## src/rtl/div_pkg.sv

```systemverilog
// Package div_pkg
// Shared types for the preset-reload divider: the action the counter
// takes on each edge. No assumptions beyond a single clock domain.
package div_pkg;

    typedef enum logic [1:0] {
        CNT_CLEAR = 2'd0,
        CNT_LOAD  = 2'd1,
        CNT_STEP  = 2'd2,
        CNT_HOLD  = 2'd3
    } cnt_action_t;

endpackage

```

## src/rtl/half_rate_toggle.sv

```systemverilog
// Module half_rate_toggle
// A single flip-flop fed from its own inverse, giving a square wave at
// half the clock rate. Assumes a synchronous active-low reset to 0.
module half_rate_toggle (
    input  logic clk,
    input  logic rst_n,
    output logic half_q
);

    // Invert once per rising edge; clear to 0 in reset.
    always_ff @(posedge clk) begin
        if (!rst_n) begin
            half_q <= 1'b0;
        end else begin
            half_q <= ~half_q;
        end
    end

endmodule

```

## src/rtl/preset_counter.sv

```systemverilog
// Module preset_counter
// Synchronous binary up-counter with a synchronous parallel load, two
// count enables and a terminal carry gated by en_t. The load input is
// active low. The parent is expected to tie it to the inverted carry,
// which closes the modulus loop. Load takes priority over the enables.
module preset_counter
    import div_pkg::*;
#(
    parameter int CNT_W = 4
) (
    input  logic             clk,
    input  logic             rst_n,
    input  logic             en_p,
    input  logic             en_t,
    input  logic             load_n,
    input  logic [CNT_W-1:0] load_val,
    output logic [CNT_W-1:0] count,
    output logic             tc_carry
);

    logic [CNT_W:0]   ones_below;
    logic [CNT_W-1:0] flip_mask;
    logic [CNT_W-1:0] count_nx;
    cnt_action_t      action;

    assign ones_below[0] = 1'b1;

    // Ripple chain: bit i flips when every lower bit is 1 and counting is on.
    for (genvar gi = 0; gi < CNT_W; gi++) begin : g_chain
        assign ones_below[gi+1] = ones_below[gi] & count[gi];
        assign flip_mask[gi]    = ones_below[gi] & en_p & en_t;
    end

    assign tc_carry = en_t & ones_below[CNT_W];

    // Pick the edge action: clear, then load, then step, else hold.
    always_comb begin
        if (!rst_n) begin
            action = CNT_CLEAR;
        end else if (!load_n) begin
            action = CNT_LOAD;
        end else if (en_p && en_t) begin
            action = CNT_STEP;
        end else begin
            action = CNT_HOLD;
        end
    end

    // Form the next count from the chosen action.
    always_comb begin
        unique case (action)
            CNT_CLEAR: count_nx = '0;
            CNT_LOAD:  count_nx = load_val;
            CNT_STEP:  count_nx = count ^ flip_mask;
            default:   count_nx = count;
        endcase
    end

    // Register the count.
    always_ff @(posedge clk) begin
        count <= count_nx;
    end

endmodule

```

## src/rtl/pulse_register.sv

```systemverilog
// Module pulse_register
// One-flop retiming of a combinational pulse into a clean output.
// Assumes synchronous active-low reset to 0.
module pulse_register (
    input  logic clk,
    input  logic rst_n,
    input  logic d,
    output logic q
);

    // Capture the pulse one cycle late; clear in reset.
    always_ff @(posedge clk) begin
        if (!rst_n) begin
            q <= 1'b0;
        end else begin
            q <= d;
        end
    end

endmodule

```

## src/rtl/preset_divider.sv

```systemverilog
// Module preset_divider
// Programmable divider: a divide-by-two toggle stage beside a
// preset-reload counter whose inverted terminal carry drives its own load.
// The ratio is 2**CNT_W minus the preset. Assumes one clock domain, with
// the preset already synchronous to clk (switch inputs are slow).
module preset_divider #(
    parameter int CNT_W = 4
) (
    input  logic             clk,
    input  logic             rst_n,
    input  logic             cnt_en,
    input  logic             carry_en,
    input  logic [CNT_W-1:0] preset,
    output logic             div_pulse,
    output logic             carry,
    output logic             half_clk
);

    logic [CNT_W-1:0] cnt_q;
    logic             tc_w;
    logic             reload_n;

    // Feedback: terminal carry, inverted, is the active-low load.
    assign reload_n = ~tc_w;
    assign carry    = tc_w;

    half_rate_toggle u_half (
        .clk    (clk),
        .rst_n  (rst_n),
        .half_q (half_clk)
    );

    preset_counter #(.CNT_W(CNT_W)) u_cnt (
        .clk      (clk),
        .rst_n    (rst_n),
        .en_p     (cnt_en),
        .en_t     (carry_en),
        .load_n   (reload_n),
        .load_val (preset),
        .count    (cnt_q),
        .tc_carry (tc_w)
    );

    pulse_register u_pulse (
        .clk   (clk),
        .rst_n (rst_n),
        .d     (tc_w),
        .q     (div_pulse)
    );

endmodule

```

## config.mk

```make
export PLATFORM = sky130hd
export DESIGN_NAME = preset_divider
export DESIGN_NICKNAME = d
export VERILOG_FILES = /design/src/rtl/div_pkg.sv /design/src/rtl/half_rate_toggle.sv /design/src/rtl/preset_counter.sv /design/src/rtl/pulse_register.sv /design/src/rtl/preset_divider.sv
export SDC_FILE = /design/constraint.sdc
export NUM_CORES = 1
export LEC_CHECK = 0
export BUFFER_PORTS_ARGS = -buffer_cell sky130_fd_sc_hd__buf_4
export CORE_AREA = 3 3 40 42
export CTS_CLUSTER_DIAMETER = 80
export CTS_CLUSTER_SIZE = 40
export DETAILED_ROUTE_END_ITERATION = 8
export DIE_AREA = 0 0 43 45
export GPL_TIMING_DRIVEN = 0
export PLACE_DENSITY = 0.39
export SLEW_MARGIN = 10
export SYNTH_ARGS = -nofsm -noshare
export SYNTH_HDL_FRONTEND = slang
export SYNTH_SLANG_ARGS = --single-unit
```

## constraint.sdc

```tcl
create_clock -name clk -period 2.9 [get_ports clk]
set_input_delay 0 -clock clk [delete_from_list [all_inputs] [get_ports clk]]
set_output_delay 0 -clock clk [all_outputs]
set_load 0.03 [all_outputs]
```

==> results.ini, run 1 <==
[cells_and_area]
finalCoreUtilization=0.331
fill_cells=140
final_cells=55
final_layout_size_suffix_gt1_frac=0.425
layout_commonest_cell=buf_4
final_cell_mix=10 x buf_4, 4 x edfxtp_1, 3 x nand2_1, 3 x o2bb2ai_1, 3 x clkbuf_4
nNetsFinal=49
areaGrowthSynthToFinish_pct=39.3
antenna_cells=0

[timing]
max_freq_mhz=639
maxSlewHeadroom=0.601
worst_pin_slew_ns=0.593
slew_violations=0
post-route-period-util=0.540
skew_ns=0.0131
rsz0062_at_grt=no
tns_ns=0
hold_viol_final=0
period_minus_slack_ns=1.57
setup_viol=0

[logic_synthesis]
synth_cell_types=18
ys_async_sr_fraction=0
synth_compound_area_frac=0.148
synth_top_area_frac=0.393
synth_area_um2=305
yosys.area.top_type=edfxtp_1
synth_fa_ha_area_frac=0
synth_nets=34
synth_edf_count=4
synth_seq_cells=6
synth_area_leaders=edfxtp_1 39%, dfxtp_1 13%, o2bb2ai_1 8.6%
yosys_warnings=0
synth_seq_area_share=0.525
synth-simple-area-share=0.225
synth_xor_area_frac=0.0574
syn_inst=26
synth_mux_area_frac=0.0328
synth_flop_cell=edfxtp_1
post_synth.cell_area_avg_um2=11.7
synth_top_family_by_area=simple AND/OR/NAND/NOR gates

[critical_path]
cp_max_fo=4
worstPathRequired_ns=2.77
r2r_start=u_cnt.count[0]$_DFFE_PP_
rrSetupSlack_ns=1.33
critical_path_class=flop to flop
worst_r2r_endpoint=u_cnt.count[2]$_DFFE_PP_
worstRegToRegCells=3
cp.arrival_ns=1.43
cp-end-kind=flop
start_kind=flop

[drt]
drt-initial-drc-count=9
totalWireLength_um=625
drtAntennaViolNets=0
vias_per_cell=4.58
vias=252
route.detailed.drc=0
firstDrtPassIters=4
wl_per_cell_um=11.4

[placement]
dp_cells=51
portBuffers=10
routabilityCongestion=0.656

[floorplan]
ios=11
die_h_um=45
dieArea_um2=1940
coreArea_um2=1280
die_x_um=43
rows=13
initial_core_util=0.238

[clock_network]
cts_buffers=3
cts_setup_buffers=0
numClockSinks=6
cts.clk_slew.worst_paths_ns=0.05
cts_tree=done
postCtsHoldBufs=0
cts_max_path_buffers=2
cts-htree-levels=1
cts-root-buf=clkbuf_4
clk_latency_ns=0.25
cts_resized=0

[grt]
grt_max_degree=6
gr-total-overflow=0
grt_first_pass_wirelength_um=1090
antenna_found_initial=0
grt_usage=0.0824
grt_pass1_vias=259

[run_status]
status=finished, final reports clean

[min_path]
min_to=u_half.half_q$_SDFF_PN0_
hp-class=primary input to flop
hold_path_depth=2
hold_start=rst_n

[pwr]
ir_worst_vdd_v=0.000335
power_density_nw_per_um2=492
p_leak_uw=0.000173

[job]
drv_cap=0

logic make-up after synthesis:
logic type / count (synthesis)
simple gates: 10
flops: 6
xor+xnor: 2
buf+inv: 1
mux: 1
compound gates: 6
metrics by stage:
stage                     total power, µW  instance area (µm²)  hold WS, ns  worst slack, ns
final                                 209                  425       0.0331             1.33
after global routing                  227                  425       0.0194             1.22
after CTS                             215                  425       0.0295             1.31
after detailed placement              128                  399        0.276             1.31
after global placement                128                  399        0.262             1.28
after floorplan                       114                  305        0.128             1.54
sequential cells by signal, summed over array words and instances (netlist names):
register / cells
u_pulse.q: 1
u_cnt.count: 4
u_half.half_q: 1
synthesized netlist by cell type (2+ instances only):
cell	n
o2bb2ai_1	3
nand2_1	3
dfxtp_1	2
edfxtp_1	4
where the power goes:
group / total, µW / switching (µW) / internal, µW
clock network: 83.2 / 31.0 / 52.2
registers: 102 / 4.68 / 96.9
logic: 24.6 / 12.2 / 12.4
total: 209 / 47.9 / 161
worst max-delay path: stages (launching register included):
cell      delay, ns
edfxtp_1       0.41
and3_2         0.23
a21oi_1        0.06
o21ai_0        0.48
worst max path at each step:
stage	start	to
after floorplan	u_cnt.count[0]$_DFFE_PP_	u_cnt.count[0]$_DFFE_PP_
after global placement	u_cnt.count[0]$_DFFE_PP_	u_cnt.count[0]$_DFFE_PP_
after detailed placement	u_cnt.count[0]$_DFFE_PP_	u_cnt.count[2]$_DFFE_PP_
after CTS	u_cnt.count[0]$_DFFE_PP_	u_cnt.count[2]$_DFFE_PP_
after global routing	u_cnt.count[0]$_DFFE_PP_	u_cnt.count[2]$_DFFE_PP_
final	u_cnt.count[0]$_DFFE_PP_	u_cnt.count[2]$_DFFE_PP_
layout make-up:
type                    instances  area [µm²]  share of cell area
flip-flops and latches          6         160               0.376
multi-input cells              19         141               0.332
clock buffers                   4        26.3              0.0618
well taps                      15        18.8              0.0441
repair buffers                 10        75.1               0.176
inverters                       1        3.75             0.00882
routing by layer:
layer,up-vias,global-route usage,wire length (µm),part of all wire
met4,0,0.0181,0,0
met2,7,0.123,303,0.48
met1,117,0.0866,280,0.45
met3,0,0.0757,41,0.066
li1,128,-,-,-
met5,-,0,0,0
Power figures use the tool's default switching activity.
==> run 2: changes to the inputs <==
==> constraint.sdc (replaced) <==
create_clock -name clk -period 1.44 [get_ports clk]
set_input_delay 0 -clock clk [delete_from_list [all_inputs] [get_ports clk]]
set_output_delay 0 -clock clk [all_outputs]
set_load 0.03 [all_outputs]
==> run 2 against run 1 <==
Effect of this change:
- combinational power increased by 110%
- core utilization increased by 0.29 points
- maximum frequency increased by 23%
- flip-flop and latch count unchanged
- total power increased by 100%
- sequential share of layout area decreased by 0.33 points
- first-iteration DRC count increased by 11%
- clock-buffer cell count unchanged
- routed wire length decreased by 0.96%
- cell count unchanged
- design area increased by 0.88%
- critical path depth unchanged
- largest power group unchanged
==> results.ini, run 2 (synthesis gave the netlist of run 1 again) <==
[pwr]
ir_worst_vdd_v=0.000675  ; +100%
p_leak_uw=0.000174  ; +0.60%
power_density_nw_per_um2=985  ; +100%
p_comb_frac=0.121  ; +0.004
swShare=0.230  ; +0.000837
power_frac_seq=0.483  ; -0.002
clockPowerShare=0.396  ; about the same
internal_power_uw=326  ; +100%
p_switching_uw=97.1  ; +100%
fin_total_pwr_uw=423  ; +100%

[drt]
totalWireLength_um=619  ; -0.96%
routed.top_layer=met3
wl_met3_um=44  ; +7.3%
firstDrtPassIters=4  ; unchanged
drtAntennaViolNets=0  ; unchanged
wl_met1_um=279  ; -0.36%
wl_met2_um=295  ; -2.6%
wl_per_cell_um=11.3  ; -0.96%
vias_per_cell=4.51  ; -1.6%
route.detailed.drc=0  ; unchanged
vias=248  ; -1.6%
drt-initial-drc-count=10  ; +1

[cells_and_area]
fill_cells=140  ; unchanged
areaGrowthSynthToFinish_pct=40.6
nNetsFinal=49  ; unchanged
largest_reg_flops=4  ; unchanged
finalCoreUtilization=0.334  ; +0.00292
final_cells=55  ; unchanged
reg_top3=u_cnt.count: 4 flops, u_half.half_q: 1 flops, u_pulse.q: 1 flops
top_register=u_cnt.count
antenna_cells=0  ; unchanged
final_layout_size_suffix_gt1_frac=0.450  ; +0.0250
final_cell_mix=10 x buf_4, 4 x edfxtp_1, 3 x nand2_1, 3 x o2bb2ai_1, 3 x clkbuf_4
layout_commonest_cell=buf_4

[critical_path]
crit_family=flip-flops
worstPathRequired_ns=1.36  ; -1.41 ns
critPathMaxStageDelay_ns=0.41  ; -0.07 ns
crit_buf_inv=0  ; unchanged
critical_path_class=flop to flop
cp-end-kind=flop
path_cells=and3_2 > a21oi_1 > o21ai_2
cp_max_fo=4  ; unchanged
rrSetupSlack_ns=0.16  ; -1.17 ns
worst_r2r_endpoint=u_cnt.count[2]$_DFFE_PP_
start_kind=flop
r2r_start=u_cnt.count[0]$_DFFE_PP_
cp.arrival_ns=1.19  ; -0.24 ns
slowest_stage=edfxtp_1
worstSetupStartpoint=u_cnt.count[0]$_DFFE_PP_
worstRegToRegCells=3  ; unchanged

[grt]
grt_pass1_vias=259  ; unchanged
grt_usage=0.0824  ; unchanged
grt_max_degree=6  ; unchanged
grt_first_pass_wirelength_um=1090  ; unchanged
antenna_found_initial=0  ; unchanged
gr-total-overflow=0  ; unchanged

[placement]
dp_slack_ns=-0.150  ; -1.46 ns
routabilityCongestion=0.656  ; unchanged
portBuffers=10  ; unchanged
dp_cells=51  ; unchanged

[clock_network]
cts.clk_slew.worst_paths_ns=0.05  ; about the same
cts-htree-levels=1  ; unchanged
postCtsHoldBufs=0  ; unchanged
clk_latency_ns=0.25  ; about the same
cts_setup_buffers=0  ; unchanged
cts_tree=done
numClockSinks=6  ; unchanged
cts-root-buf=clkbuf_4
cts_max_path_buffers=2  ; unchanged
cts_buffers=3  ; unchanged

[timing]
rsz0062_at_grt=no
hold_viol_final=0  ; unchanged
period_minus_slack_ns=1.28  ; -0.290 ns
setup_viol=0  ; unchanged
post-route-period-util=0.886  ; +0.346
maxSlewHeadroom=0.837  ; +0.236
max_freq_mhz=784  ; +23%
worst_pin_slew_ns=0.244  ; -0.348 ns
timing.final.ws_setup_ns=0.165  ; -1.17 ns
slew_violations=0  ; unchanged
skew_ns=0.0129  ; -0.000256 ns

[floorplan]
rows=13  ; unchanged
dieArea_um2=1940  ; unchanged
die_x_um=43  ; unchanged
ios=11  ; unchanged
die_h_um=45  ; unchanged
coreArea_um2=1280  ; unchanged
initial_core_util=0.238  ; unchanged

[min_path]
hold_path_depth=2  ; unchanged
min_to=u_cnt.count[0]$_DFFE_PP_
hold_start=preset[0]
hp-class=primary input to flop

[job]
drv_cap=0  ; unchanged

[run_status]
status=finished, final reports clean

==> run 2: cell counts in the layout (fill, tap and decap cells not counted) <==
Identical to the previous run, type by type.
==> run 2: routing by layer <==
layer | GRT usage | vias up
li1 | - | 128
met1 | 0.0866 | 113
met2 | 0.123 | 7
met3 | 0.0757 | 0
met4 | 0.0181 | 0
met5 | 0 | -
==> run 2: final cells by class <==
| cell class | instances | area [µm²] | area share |
|---|---|---|---|
| Clock buffer | 4 | 26.3 | 0.0612 |
| Inverter | 1 | 3.75 | 0.00875 |
| Tap cell | 15 | 18.8 | 0.0437 |
| Sequential cell | 6 | 160 | 0.373 |
| Multi-Input combinational cell | 19 | 145 | 0.338 |
| Timing Repair Buffer | 10 | 75.1 | 0.175 |
==> run 2: per-stage QoR <==
stage / setup TNS, ns / instance area [µm²] / hold slack, ns
2_1_floorplan: 0 / 305 / 0.128
3_3_place_gp: -0.706 / 399 / 0.262
3_5_place_dp: -0.599 / 399 / 0.276
4_1_cts: 0 / 425 / 0.0304
5_1_grt: 0 / 429 / 0.0194
6_report: 0 / 429 / 0.0336
==> run 2: worst max path at each step <==
stage / to / cells past startpoint
global route: u_cnt.count[2]$_DFFE_PP_ / 3
CTS: u_cnt.count[2]$_DFFE_PP_ / 3
finish: u_cnt.count[2]$_DFFE_PP_ / 3
detailed placement: u_cnt.count[2]$_DFFE_PP_ / 3
floorplan: u_cnt.count[0]$_DFFE_PP_ / 3
global placement: u_cnt.count[0]$_DFFE_PP_ / 3
==> run 2: worst register-to-register path: stages, from the launching register on <==
cell	delay, ns
edfxtp_1	0.41
and3_2	0.23
a21oi_1	0.08
o21ai_2	0.23
==> run 2: what timing repair did <==
action / in CTS / in global routing
gates resized for setup: 1 / 1
endpoints found under the setup margin: 4 / 4
pin swaps: 0 / 0
==> run 2: power by group through the flow <==
stage               combinational, µW  clock [µW]  sequential, µW
floorplan                        20.9           0             209
global placement                 49.5           0             207
detailed placement               50.1           0             208
CTS                              50.6         178             204
global route                     56.5         196             206
finish                           51.2         167             204
